### config.mk
export PLATFORM = sky130hd
export DESIGN_NAME = gpio_edge_ctrl
export DESIGN_NICKNAME = d
export VERILOG_FILES = /design/src/rtl/gpio_edge_pkg.sv /design/src/rtl/gpio_sync.sv /design/src/rtl/gpio_settle_fsm.sv /design/src/rtl/gpio_event_cell.sv /design/src/rtl/gpio_regs.sv /design/src/rtl/gpio_edge_ctrl.sv
export SDC_FILE = /design/constraint.sdc
export NUM_CORES = 1
export LEC_CHECK = 0
export ABC_AREA = 1
export BUFFER_PORTS_ARGS = -buffer_cell sky130_fd_sc_hd__buf_2
export CORE_AREA = 4 4 186 233
export DETAILED_ROUTE_END_ITERATION = 6
export DIE_AREA = 0 0 190 237
export PLACE_DENSITY = 0.54
export SYNTH_ARGS = -nofsm -noshare
export SYNTH_HDL_FRONTEND = slang
export SYNTH_SLANG_ARGS = --single-unit
### constraint.sdc
create_clock -name clk -period 1.7 [get_ports clk]
set_input_delay 0.17 -clock clk [delete_from_list [all_inputs] [get_ports clk]]
set_output_delay 0.17 -clock clk [all_outputs]
set_load 0.02 [all_outputs]
### src/rtl/gpio_edge_pkg.sv
package gpio_edge_pkg;

    // register bus address width (byte addresses 0x00..0x1F)
    localparam int unsigned REG_AW = 5;

    typedef enum logic [REG_AW-1:0] {
        OFS_DIR = 5'h00,
        OFS_ODR = 5'h04,
        OFS_DAT = 5'h08,
        OFS_EVT = 5'h0C,
        OFS_MSK = 5'h10,
        OFS_EDG = 5'h14,
        OFS_IBE = 5'h18
    } reg_ofs_e;

    // block-level settle sequence after reset
    typedef enum logic [1:0] {
        SET_S1   = 2'd0,
        SET_S2   = 2'd1,
        SET_PREV = 2'd2,
        SET_LIVE = 2'd3
    } settle_e;

    // per-line event capture
    typedef enum logic {
        EV_IDLE    = 1'b0,
        EV_PENDING = 1'b1
    } ev_state_e;

endpackage

### src/rtl/gpio_sync.sv
module gpio_sync #(
    parameter int W = 32
) (
    input  logic         clk,
    input  logic         rst_n,
    input  logic [W-1:0] async_in,
    output logic [W-1:0] smp_q,
    output logic [W-1:0] prv_q
);

    logic [W-1:0] meta_q;

    always_ff @(posedge clk or negedge rst_n) begin
        if (!rst_n) begin
            meta_q <= '0;
            smp_q  <= '0;
            prv_q  <= '0;
        end else begin
            meta_q <= async_in;
            smp_q  <= meta_q;
            prv_q  <= smp_q;
        end
    end

endmodule

### src/rtl/gpio_settle_fsm.sv
module gpio_settle_fsm
    import gpio_edge_pkg::*;
(
    input  logic clk,
    input  logic rst_n,
    output logic live
);

    settle_e state_q, state_d;

    always_ff @(posedge clk or negedge rst_n) begin
        if (!rst_n) state_q <= SET_S1;
        else        state_q <= state_d;
    end

    always_comb begin
        state_d = state_q;
        live    = 1'b0;
        unique case (state_q)
            SET_S1:   state_d = SET_S2;
            SET_S2:   state_d = SET_PREV;
            SET_PREV: state_d = SET_LIVE;
            SET_LIVE: live    = 1'b1;
            default:  state_d = SET_S1;
        endcase
    end

endmodule

### src/rtl/gpio_event_cell.sv
module gpio_event_cell
    import gpio_edge_pkg::*;
(
    input  logic clk,
    input  logic rst_n,
    input  logic live,
    input  logic smp,
    input  logic prv,
    input  logic fall_only,
    input  logic clr,
    output logic hit,
    output logic pending
);

    ev_state_e state_q, state_d;
    logic      changed;

    assign changed = live && (smp != prv);
    assign hit     = changed && (!fall_only || !smp);

    always_ff @(posedge clk or negedge rst_n) begin
        if (!rst_n) state_q <= EV_IDLE;
        else        state_q <= state_d;
    end

    always_comb begin
        state_d = state_q;
        pending = 1'b0;
        unique case (state_q)
            EV_IDLE: begin
                if (hit) state_d = EV_PENDING;          // capture
            end
            EV_PENDING: begin
                pending = 1'b1;
                if (clr && !hit) state_d = EV_IDLE;     // acknowledge (re-arm otherwise)
            end
            default: state_d = EV_IDLE;
        endcase
    end

endmodule

### src/rtl/gpio_regs.sv
module gpio_regs
    import gpio_edge_pkg::*;
#(
    parameter int W = 32
) (
    input  logic              clk,
    input  logic              rst_n,
    input  logic [REG_AW-1:0] bus_addr,
    input  logic              bus_we,
    input  logic [W-1:0]      bus_wdata,
    output logic [W-1:0]      bus_rdata,
    input  logic [W-1:0]      smp_r,
    input  logic [W-1:0]      ev_r,
    output logic [W-1:0]      dir_q,
    output logic [W-1:0]      odr_q,
    output logic [W-1:0]      dout_q,
    output logic [W-1:0]      mask_q,
    output logic [W-1:0]      edge_q,
    output logic [W-1:0]      ibe_q,
    output logic [W-1:0]      ev_clr
);

    logic [W-1:0] dat_view;

    always_ff @(posedge clk or negedge rst_n) begin
        if (!rst_n) begin
            dir_q  <= '0;
            odr_q  <= '0;
            dout_q <= '0;
            mask_q <= '0;
            edge_q <= '0;
            ibe_q  <= '0;
        end else if (bus_we) begin
            case (bus_addr)
                OFS_DIR: dir_q  <= bus_wdata;
                OFS_ODR: odr_q  <= bus_wdata;
                OFS_DAT: dout_q <= bus_wdata;
                OFS_MSK: mask_q <= bus_wdata;
                OFS_EDG: edge_q <= bus_wdata;
                OFS_IBE: ibe_q  <= bus_wdata;
                default: ;
            endcase
        end
    end

    assign ev_clr   = (bus_we && bus_addr == OFS_EVT) ? bus_wdata : '0;
    assign dat_view = (dir_q & dout_q) | (~dir_q & ibe_q & smp_r);

    always_comb begin
        case (bus_addr)
            OFS_DIR: bus_rdata = dir_q;
            OFS_ODR: bus_rdata = odr_q;
            OFS_DAT: bus_rdata = dat_view;
            OFS_EVT: bus_rdata = ev_r;
            OFS_MSK: bus_rdata = mask_q;
            OFS_EDG: bus_rdata = edge_q;
            OFS_IBE: bus_rdata = ibe_q;
            default: bus_rdata = '0;
        endcase
    end

endmodule

### src/rtl/gpio_edge_ctrl.sv
module gpio_edge_ctrl
    import gpio_edge_pkg::*;
#(
    parameter int LINES = 32
) (
    input  logic              clk,
    input  logic              rst_n,
    input  logic [REG_AW-1:0] bus_addr,
    input  logic              bus_we,
    input  logic [LINES-1:0]  bus_wdata,
    output logic [LINES-1:0]  bus_rdata,
    input  logic [LINES-1:0]  pin_in,
    output logic [LINES-1:0]  pin_out,
    output logic [LINES-1:0]  pin_oe,
    output logic              irq
);

    localparam int TOP = LINES - 1;

    // all vectors below are in register bit order (line n on bit TOP-n)
    logic [LINES-1:0] pin_r, smp_r, prv_r;
    logic [LINES-1:0] dir_q, odr_q, dout_q, mask_q, edge_q, ibe_q;
    logic [LINES-1:0] ev_clr, ev_q, hit_v, oe_reg, out_reg;
    logic             live;

    for (genvar n = 0; n < LINES; n++) begin : g_order
        assign pin_r[TOP-n] = pin_in[n];
        assign pin_out[n]   = out_reg[TOP-n];
        assign pin_oe[n]    = oe_reg[TOP-n];
    end

    gpio_sync #(.W(LINES)) u_sync (
        .clk      (clk),
        .rst_n    (rst_n),
        .async_in (pin_r),
        .smp_q    (smp_r),
        .prv_q    (prv_r)
    );

    gpio_settle_fsm u_settle (
        .clk   (clk),
        .rst_n (rst_n),
        .live  (live)
    );

    gpio_regs #(.W(LINES)) u_regs (
        .clk       (clk),
        .rst_n     (rst_n),
        .bus_addr  (bus_addr),
        .bus_we    (bus_we),
        .bus_wdata (bus_wdata),
        .bus_rdata (bus_rdata),
        .smp_r     (smp_r),
        .ev_r      (ev_q),
        .dir_q     (dir_q),
        .odr_q     (odr_q),
        .dout_q    (dout_q),
        .mask_q    (mask_q),
        .edge_q    (edge_q),
        .ibe_q     (ibe_q),
        .ev_clr    (ev_clr)
    );

    for (genvar b = 0; b < LINES; b++) begin : g_evt
        gpio_event_cell u_cell (
            .clk       (clk),
            .rst_n     (rst_n),
            .live      (live),
            .smp       (smp_r[b]),
            .prv       (prv_r[b]),
            .fall_only (edge_q[b]),
            .clr       (ev_clr[b]),
            .hit       (hit_v[b]),
            .pending   (ev_q[b])
        );
    end

    // open-drain lines release the pad while their data bit is 1
    assign oe_reg  = dir_q & ~(odr_q & dout_q);
    assign out_reg = dout_q;
    assign irq     = |(ev_q & mask_q);

endmodule

==> results of run 1 <==
==> worst paths after layout <==
kind | to | slack (ns) | cells past startpoint
setup / recovery | irq | -0.10 | 7
hold / removal | u_sync.prv_q[21] | 0.19 | 2
setup reg to reg | g_evt[3].u_cell.state_q | 0.50 | 4
hold reg to reg | u_sync.smp_q[11] | 0.35 | 0
max in group asynchronous | u_regs.odr_q[10] | 0.86 | 3
min in group clk | u_sync.meta_q[25] | 0.29 | 2
==> state kept, by name, indices dropped and copies added, names as in the netlist <==
name and count:
u_regs.ibe_q 32, u_regs.mask_q 32, u_sync.meta_q 32, u_regs.dir_q 32, u_sync.smp_q 32, u_regs.dout_q 32, g_evt.u_cell.state_q 32, u_sync.prv_q 32
u_regs.edge_q 32, u_settle.state_q 2, u_regs.odr_q 32
==> cells in the mapped netlist (all sizes together) <==
| cell | instances |
|---|---|
| nand2 | 575 |
| buf | 47 |
| clkbuf | 52 |
| o21ai | 231 |
| nand4 | 164 |
| nor2 | 112 |
| nor3 | 1 |
| xor2 | 1 |
| nand3 | 29 |
| dfrtp | 322 |
| ha | 3 |
| inv | 96 |
| o211ai | 31 |
| a21oi | 32 |
==> layout by cell type (no fill, tap or decap), drive strengths merged, types with 32 or more instances in the layout <==
cell         instances
a21oi               32
buf                302
clkbuf              50
dfrtp              322
dlygate4sd3         65
inv                 95
nand2              575
nand4              164
nor2               112
o21ai              231
==> cells by family after synthesis <==
family / after synthesis / synth area share [%]
AOI/OAI and AO/OA: 294 / 10.9
xor gates and xnor gates: 1 / 0.0614
adders and majority gates: 3 / 0.263
buffers and inverters: 195 / 5.40
DFF: 322 / 56.5
and+or+nand+nor: 881 / 26.9
==> metal layers <==
layer,part of all wire (%),GRT usage [%]
met5,0,0
met4,2.5,5.94
met2,47,31.9
met1,46,27.8
met3,4.9,3.26
==> stage by stage <==
stage / worst slack, ns / hold slack, ns / std cells
floorplan: 0.317 / -0.126 / 1696
global placement: 0.0348 / 0.139 / 2374
detailed placement: 0.0504 / 0.143 / 2374
CTS: -0.149 / 0.174 / 2535
global route: -0.211 / 0.223 / 2578
finish: -0.103 / 0.187 / 2578
==> area by class of cell <==
type	instances	share of cell area (%)
multi-input combinational	1179	29.7
tap	552	3.65
sequential	322	42.5
inverter	96	1.91
clock buffer	50	5.46
timing repair buffer	367	15.8
clock inverter	12	0.878
==> timing repair <==
action,in CTS,in global routing
setup endpoints to repair,22,36
hold endpoints to repair,191,0
buffers inserted,34,43
resized for setup,68,70
hold buffers,65,0
pin swaps,29,45
==> power by group through the flow <==
stage	Clock, mW	Combinational [mW]	Sequential (mW)
floorplan	0	1.73	9.54
global placement	0	3.02	9.55
detailed placement	0	3.07	9.58
CTS	8.22	3.43	9.44
global route	8.52	4.16	9.60
finish	7.98	3.70	9.47
==> results.md, run 1 <==
- Register Area: between 8000 and 9000 µm²
- Psw: 6.14 mW
- Register area share after synthesis: 56.5%
- TritonCTS buffer count: 36
- Die area: 45000 µm²
- First-pass GRT wire length: approximately 71 mm
- Sw frac: about 29%
- Syn Area/Cell: 8.41 µm²
- Share of post-route cells with drive strength above 1: a little over a fifth
- PnR worst setup slack: -0.103 ns
- Max-cap violations: 0
- Combinational Power Share: about 18%
- Arrival time at the worst endpoint: 1.63 ns
- Setup violators final: 5
- Hold Crit Class: primary input to async pin
- Vias: between 10000 and 15000
- Antenna violations before repair: 0
- CTS clk-pin slew, worst paths: ~0.06 ns
- Kind of critical path: flip-flop to output port
- Biggest area consumer among synthesized cells: dfrtp_1
- 1st-pass router iterations: 5
- Setup crit end kind: output port
- Post-Syn Nets: 1771
- Data required time of the critical path: 1.53 ns
- Rel. slew slack: around 67%
- IO Pins: 169
- Port Buf Inserts: 168
- Routed vias/inst: 5.00
- Reg power frac: 44.8%
- Syn Inst Count: roughly 1700
- CP bufs+invs: 1
- Fin Clk Skew: roughly 0.012 ns
- Syn-to-layout area delta: 32.9%
- Die width: 190 µm
- Worst Setup Start Kind: flip-flop
- Initial Utilization: a little over a third
- Post-synthesis cell type count: 23
- Rows: 83
- Synth area leaders: dfrtp_1 57%, nand2_1 15%, nand4_1 7.0%
- CP startpoint: g_evt[12].u_cell.state_q
- Ant. Diodes: 0
- Tightest Pin Transition: 0.490 ns
- CTS tree: yes
- Yosys warning total: 0
- Slowest cell on crit path: dfrtp_1
- Clock power share: 37.7%
- Peak supply drop: 0.729 mV
- Power per Cell Area: 1120 nW/µm²
- # clock sinks: 322
- P_int: roughly 15 mW
- Multi-input gate area: 5640 µm²
- Total power: ~21 mW
- Final cell area excluding filler cells: about 19000 µm²
- Synthesized cell area: 14300 µm²
- GRT Total Usage: roughly a fifth
- CTS root buf: clkbuf_16
- RR Startpoint: u_settle.state_q[1]
- Synth top area share: 56.5%
- Fin crit period: 1.80 ns
- Placed Area: around 16000 µm²
- Failing checks: setup timing
- Setup TNS: -0.167 ns
- Seq cells post-synth: 322
- H-tree Lvls: 2
- F_max: 0.555 GHz
- Largest net degree at the start of global routing: 67
- Post-Route WL: between 40 and 50 mm
- CTS max path bufs: 3
- Core ar.: between 40000 and 50000 µm²
- Gr ovfl total: 0
- Final Hold Fails: 0
- DP HPWL: 28.3 mm
- Skew-Pair Late Insertion Delay: 0.52 ns
- CP top delay family: simple AND/OR/NAND/NOR gates
- CP Cell Sequence: nand2_1 > nand2_1 > nor2_2 > nand2_2 > nor2_4 > nand2_2 > buf_6
- Final Core Density: a little under half
- Max-slew violations: 0
- Status: finished with violations
- RSZ-0062 raised after global routing: true
- Static Leakage: 9.39 nW
- Number of global-route vias before repair: between 10000 and 15000
- FILL cells: 4003
- Wirelength per Cell: 17.7 µm
- Starting DRT DRC Count: 836
- Remaining DRCs: 0
- Crit path max fanout: 3
- Final Cycle Share: 106%
- DRT antenna net count: 0
- Slowest stage delay, CP: ~0.40 ns
- Die Y-Extent: approximately 240 µm
- Final RePlAce weighted congestion: 0.794
- Nets: 2077
No activity file was read; power rests on OpenSTA's default activity.
==> run 2: changes to the inputs <==
==> constraint.sdc (replaced) <==
create_clock -name clk -period 1.7 [get_ports clk]
set_input_delay 0.085 -clock clk [delete_from_list [all_inputs] [get_ports clk]]
set_output_delay 0.085 -clock clk [all_outputs]
set_load 0.02 [all_outputs]
==> run 2 against run 1 <==
  * The run still ends with setup timing left
  * Sequential power hardly changed
  * Via count is 1.8% lower
  * Clock skew is 0.0081 ns higher
  * Clock-buffer cell count is 1 higher
  * Critical path type unchanged
  * Sequential cell count stayed put
  * Die area stayed put
  * Critical path depth stayed put
==> results.md, run 2 (synthesis gave the netlist of run 1 again) <==
- Skew-Pair Late Insertion Delay: 0.52 ns (about the same)
- 1st-pass router iterations: 5 (unchanged)
- Routed vias/inst: 5.03 (+0.56%)
- Register Area: 8060 µm² (about the same)
- Arrival time at the worst endpoint: 1.65 ns (+0.02 ns)
- CTS root buf: clkbuf_16
- Nets: 2020 (-2.7%)
- Combinational Power Share: 16.7% (-0.8 points)
- P_int: 14.4 mW (-4.4%)
- Wirelength per Cell: 17.7 µm (about the same)
- Port Buf Inserts: 168 (unchanged)
- # clock sinks: 322 (unchanged)
- Die area: 45000 µm² (unchanged)
- Die width: 190 µm (unchanged)
- RR Startpoint: u_settle.state_q[0]
- Largest net degree at the start of global routing: 93 (+39%)
- Vias: 12700 (-1.8%)
- Ant. Diodes: 0 (unchanged)
- IO Pins: 169 (unchanged)
- Final RePlAce weighted congestion: 0.786 (-1.1%)
- Commonest cells after routing, fill and taps aside: 563 x nand2_1, 317 x dfrtp_1, 160 x nand4_1
- Reg power frac: 46.7% (+1.9 points)
- Status: finished with violations
- Final Core Density: 44.5% (-1.7 points)
- Failing checks: setup timing
- F_max: 0.577 GHz (+4.0%)
- Antenna violations before repair: 0 (unchanged)
- Final Hold Fails: 0 (unchanged)
- Kind of critical path: flip-flop to output port
- Remaining DRCs: 0 (unchanged)
- Peak supply drop: 0.571 mV (-22%)
- Starting DRT DRC Count: 844 (+0.96%)
- CTS tree: yes
- First-pass GRT wire length: 69.5 mm (-2.5%)
- Setup violators final: 1 (-4)
- Setup crit end kind: output port
- Initial Utilization: 34.8% (unchanged)
- CTS clk-pin slew, worst paths: 0.06 ns (about the same)
- H-tree Lvls: 2 (unchanged)
- Crit path to: irq
- Post-Route WL: 44.5 mm (-2.4%)
- TritonCTS buffer count: 35 (-2.8%)
- Syn-to-layout area delta: 28.0%
- Core ar.: 41000 µm² (unchanged)
- Rel. slew slack: 65.8% (-1.5 points)
- Reg2reg setup slack: 0.43 ns (-0.07 ns)
- Fin Clk Skew: 0.0200 ns (+0.00812 ns)
- Psw: 5.94 mW (-3.3%)
- Most common cell after layout, fill and taps aside: nand2_1
- Gr ovfl total: 0 (unchanged)
- Clock power share: 36.6% (-1.1 points)
- Worst Setup Start Kind: flip-flop
- Power per Cell Area: 1110 nW/µm² (-0.44%)
- DRT antenna net count: 0 (unchanged)
- Max-slew violations: 0 (unchanged)
- Hold Crit Class: primary input to async pin
- Number of global-route vias before repair: 12300 (-2.8%)
- Multi-input gate area: 5570 µm² (-1.1%)
- Final Cycle Share: 102% (-4.1 points)
- Rows: 83 (unchanged)
- Worst reg-to-reg path cell count: 4 (unchanged)
- GRT Total Usage: 19.4% (-0.45 points)
- Crit path max fanout: 3 (unchanged)
- Fin crit period: 1.73 ns (-0.0697 ns)
- Static Leakage: 9.03 nW (-3.9%)
- Total power: 20.3 mW (-4.1%)
- Die Y-Extent: 237 µm (unchanged)
- Tightest Pin Transition: 0.513 ns (+0.0231 ns)
- DP HPWL: 26.9 mm (-4.7%)
- CTS max path bufs: 3 (unchanged)
- Share of post-route cells with drive strength above 1: 18.3% (-3.5 points)
- RSZ-0062 raised after global routing: true
- Data required time of the critical path: 1.62 ns (+0.09 ns)
- CP startpoint: u_regs.mask_q[9]
- Max-cap violations: 0 (unchanged)
- Dpl ws: 0.178 ns (+0.128 ns)
- FILL cells: 4011 (+0.20%)
- PnR worst setup slack: -0.0336 ns (+0.0697 ns)
- Sw frac: 29.3% (+0.25 points)
- Reg-to-Reg End: g_evt[31].u_cell.state_q
[run 2: power groups by stage]
| stage | registers [mW] | logic (mW) | clock network (mW) |
|---|---|---|---|
| 6_report | 9.48 | 3.40 | 7.42 |
| 3_3_place_gp | 9.57 | 3.00 | 0 |
| 5_1_grt | 9.62 | 3.83 | 7.96 |
| 2_1_floorplan | 9.54 | 1.73 | 0 |
| 3_5_place_dp | 9.59 | 3.04 | 0 |
| 4_1_cts | 9.45 | 3.21 | 7.71 |
[run 2: worst min-delay path by stage]
stage                               endpoint  slack (ns)  cells after the start
global route        g_evt[18].u_cell.state_q        0.14                      2
global placement           u_sync.meta_q[19]        0.07                      1
floorplan            g_evt[0].u_cell.state_q       -0.21                      0
detailed placement  g_evt[18].u_cell.state_q        0.06                      1
finish              g_evt[18].u_cell.state_q        0.10                      2
CTS                         u_sync.prv_q[17]        0.08                      2
[run 2: repair_timing]
item	in CTS	in global routing
hold endpoints to repair	572	0
setup buffers	8	33
hold buffers	65	0
endpoints found under the setup margin	5	27
pin swaps	7	29
gates resized for setup	12	79
[run 2: through the flow]
stage | hold slack, ns | cell area, µm² | instances | TNS (ns)
3_5_place_dp | 0.0633 | 16000 | 2354 | 0
5_1_grt | 0.138 | 18300 | 2518 | -0.402
6_report | 0.102 | 18300 | 2518 | -0.0336
2_1_floorplan | -0.211 | 14300 | 1696 | 0
4_1_cts | 0.0830 | 17800 | 2485 | -0.110
3_3_place_gp | 0.0663 | 16000 | 2354 | 0
[run 2: final cells by class]
cell class | count | area share, %
Sequential cell | 322 | 44.2
Inverter | 96 | 1.98
Timing Repair Buffer | 311 | 13.5
Clock buffer | 51 | 5.51
Tap cell | 552 | 3.78
Multi-Input combinational cell | 1179 | 30.5
Clock inverter | 7 | 0.507
[run 2: worst max-delay path, stage by stage, from the launching register on]
cell and delay [ns]:
dfrtp_1 0.39, nand2_1 0.09, nand2_1 0.06, nor2_2 0.13
nand2_2 0.10, nor2_4 0.13, nand2_2 0.08, buf_6 0.14
[run 2: metal layers]
metal | part of all wire [%] | wire length [µm] | track usage, %
met2 | 47 | 20900 | 31.5
met1 | 46 | 20200 | 26.7
met5 | 0 | 0 | 0
met3 | 4.8 | 2150 | 3.18
met4 | 2.8 | 1230 | 6.14
==> run 3: changes to the inputs <==
--- a/config.mk
+++ b/config.mk
@@ -7,10 +7,11 @@
 export LEC_CHECK = 0
 export ABC_AREA = 1
 export BUFFER_PORTS_ARGS = -buffer_cell sky130_fd_sc_hd__buf_2
-export CORE_AREA = 4 4 186 233
+export CORE_AREA = 2 2 184 231
 export DETAILED_ROUTE_END_ITERATION = 6
-export DIE_AREA = 0 0 190 237
+export DIE_AREA = 0 0 186 233
 export PLACE_DENSITY = 0.54
+export SETUP_SLACK_MARGIN = 0.15
 export SYNTH_ARGS = -nofsm -noshare
 export SYNTH_HDL_FRONTEND = slang
 export SYNTH_SLANG_ARGS = --single-unit
==> run 3 against run 2 <==
  * The run still ends with setup timing left
  * Combinational power rose by 11%
  * Clock skew is 0.011 ns lower
  * Final area rose by 3.8%
  * Core utilization up 1.7 points
  * Largest cell class unchanged
==> results.md, run 3 (synthesis gave the netlist of run 1 again) <==
- Rel. slew slack: 66.8% (+0.97 points)
- Max-slew violations: 0 (unchanged)
- Slowest stage delay, CP: 0.40 ns (about the same)
- CP bufs+invs: 1 (unchanged)
- IO Pins: 169 (unchanged)
- Nets: 2059 (+1.9%)
- Max-cap violations: 0 (unchanged)
- Final cell area excluding filler cells: 19000 µm² (+3.8%)
- Fin crit period: 1.73 ns (+0.00108 ns)
- Port Buf Inserts: 168 (unchanged)
- Worst Setup Start Kind: flip-flop
- Crit path max fanout: 2 (-1)
- Die Y-Extent: 233 µm (-1.7%)
- GRT Total Usage: 20.6% (+1.2 points)
- RSZ-0062 raised after global routing: true
- Crit path to: irq
- PnR worst setup slack: -0.0346 ns (-0.00108 ns)
- Reg-to-Reg End: g_evt[4].u_cell.state_q
- DP HPWL: 27.2 mm (+0.90%)
- Die width: 186 µm (-2.1%)
- Syn-to-layout area delta: 32.9%
- Arrival time at the worst endpoint: 1.65 ns (about the same)
- Final Hold Fails: 0 (unchanged)
- Ant. Diodes: 0 (unchanged)
- Routed vias/inst: 5.03 (about the same)
- CTS clk-pin slew, worst paths: 0.06 ns (about the same)
- Skew-Pair Late Insertion Delay: 0.52 ns (about the same)
- 1st-pass router iterations: 5 (unchanged)
- Gr ovfl total: 0 (unchanged)
- Vias: 12900 (+1.6%)
- CP top delay family: simple AND/OR/NAND/NOR gates
- Kind of critical path: flip-flop to output port
- Hold Crit Class: primary input to async pin
- Wirelength per Cell: 17.5 µm (-0.86%)
- Rows: 83 (unchanged)
- F_max: 0.576 GHz (about the same)
- Antenna violations before repair: 0 (unchanged)
- Initial Utilization: 34.8% (unchanged)
- Worst path depth: 7 (unchanged)
- Tightest Pin Transition: 0.498 ns (-0.0146 ns)
- CTS max path bufs: 3 (unchanged)
- Starting DRT DRC Count: 987 (+17%)
- Reg2reg setup slack: 0.43 ns (about the same)
- FILL cells: 4008 (-0.075%)
- Placed Area: 16000 µm² (+0.33%)
- Post-Route WL: 44.8 mm (+0.80%)
- DRT antenna net count: 0 (unchanged)
- H-tree Lvls: 2 (unchanged)
- Failing checks: setup timing
- Die area: 43300 µm² (-3.8%)
- Number of global-route vias before repair: 12500 (+2.0%)
- RR Startpoint: u_settle.state_q[0]
- CTS root buf: clkbuf_16
- Setup crit end kind: output port
- Status: finished with violations
- Remaining DRCs: 0 (unchanged)
- Share of post-route cells with drive strength above 1: 22.5% (+4.1 points)
- Commonest cells after routing, fill and taps aside: 564 x nand2_1, 320 x dfrtp_1, 160 x nand4_1
- Most common cell after layout, fill and taps aside: nand2_1
- Slowest cell on crit path: dfrtp_1
- Largest net degree at the start of global routing: 65 (-30%)
- Data required time of the critical path: 1.62 ns (about the same)
- # clock sinks: 322 (unchanged)
- First-pass GRT wire length: 69.7 mm (+0.29%)
- Final Core Density: 46.2% (+1.7 points)
- TritonCTS buffer count: 36 (+2.9%)
- CP startpoint: g_evt[14].u_cell.state_q
- CTS tree: yes
- Peak supply drop: 0.596 mV (+4.5%)
- Static Leakage: 9.29 nW (+2.9%)
- Fin Clk Skew: 0.00937 ns (-0.0106 ns)
- Setup violators final: 1 (unchanged)
- Final Cycle Share: 102% (about the same)
- Core ar.: 41000 µm² (unchanged)
- Final RePlAce weighted congestion: 0.794 (+1.0%)
- CP Cell Sequence: nand2_1 > nand2_1 > nor2_2 > nand2_2 > nor2_4 > nand2_2 > buf_6
- Worst reg-to-reg path cell count: 4 (unchanged)
- Power per Cell Area: 1110 nW/µm² (-0.33%)
[run 3: cell types whose count changed in the layout (fill, tap and decap cells not counted), sizes merged]
cell	before	now
buf	246	284
bufinv	2	1
clkbuf	51	52
clkinv	6	7
clkinvlp	0	2
inv	95	96
[run 3: stage by stage]
| stage | TNS [ns] | setup WS, ns | power (mW) | hold slack [ns] | std cells |
|---|---|---|---|---|---|
| 2_1_floorplan | 0 | 0.487 | 11.3 | -0.211 | 1696 |
| 3_3_place_gp | 0 | 0.189 | 12.5 | 0.0642 | 2361 |
| 3_5_place_dp | 0 | 0.197 | 12.6 | 0.0584 | 2361 |
| 4_1_cts | -0.0844 | -0.0754 | 21.0 | 0.0815 | 2540 |
| 5_1_grt | -0.409 | -0.152 | 22.1 | 0.119 | 2560 |
| 6_report | -0.0346 | -0.0346 | 21.0 | 0.0777 | 2560 |
[run 3: worst min-delay path by stage]
stage / cells past startpoint / from / endpoint / slack (ns)
2_1_floorplan: 0 / rst_n / g_evt[0].u_cell.state_q / -0.21
3_3_place_gp: 1 / rst_n / u_sync.meta_q[19] / 0.06
3_5_place_dp: 1 / rst_n / u_regs.ibe_q[18] / 0.06
4_1_cts: 2 / rst_n / u_regs.ibe_q[18] / 0.08
5_1_grt: 2 / rst_n / u_regs.ibe_q[18] / 0.12
6_report: 2 / rst_n / u_regs.ibe_q[18] / 0.08
[run 3: routing by layer]
| metal | vias to the layer above | part of all wire [%] | wire length, µm | track usage [%] |
|---|---|---|---|---|
| li1 | 6232 | - | - | - |
| met3 | 54 | 5.1 | 2300 | 2.97 |
| met5 | - | 0 | 0 | 0 |
| met1 | 6226 | 45 | 20100 | 28.2 |
| met2 | 356 | 48 | 21600 | 34.2 |
| met4 | 0 | 2.0 | 899 | 5.63 |
[run 3: final cells by class]
| class | instances | area [µm²] | area share, % |
|---|---|---|---|
| sequential | 322 | 8060 | 42.5 |
| multi-input combinational | 1179 | 5730 | 30.2 |
| timing repair buffer | 349 | 2940 | 15.5 |
| clock buffer | 52 | 1080 | 5.71 |
| tap | 552 | 691 | 3.64 |
| inverter | 96 | 362 | 1.91 |
| clock inverter | 10 | 91.3 | 0.482 |
[run 3: worst reg2reg max path, delay by kind of cell (launching register included)]
kind,cells,cell delay [ns]
AND/OR/NAND/NOR,1,0.09
AO/OA/AOI/OAI,1,0.18
buffers and inverters,1,0.33
flip-flops,1,0.41
adder cells (fa/ha/maj),1,0.20
[run 3: timing repair]
item / 4_1_cts / 5_1_grt
setup endpoints to repair: 37 / 50
hold endpoints to repair: 572 / 0
setup buffers: 52 / 20
hold buffers: 65 / 0
gates resized for setup: 134 / 64
pin swaps: 50 / 38
gates cloned: 0 / 0
[run 3: power breakdown]
group	switching (mW)	leakage, nW	total [mW]	internal [mW]
Clock	3.13	0.577	7.71	4.58
Sequential	0.881	3.91	9.52	8.64
Combinational	2.18	4.80	3.78	1.60
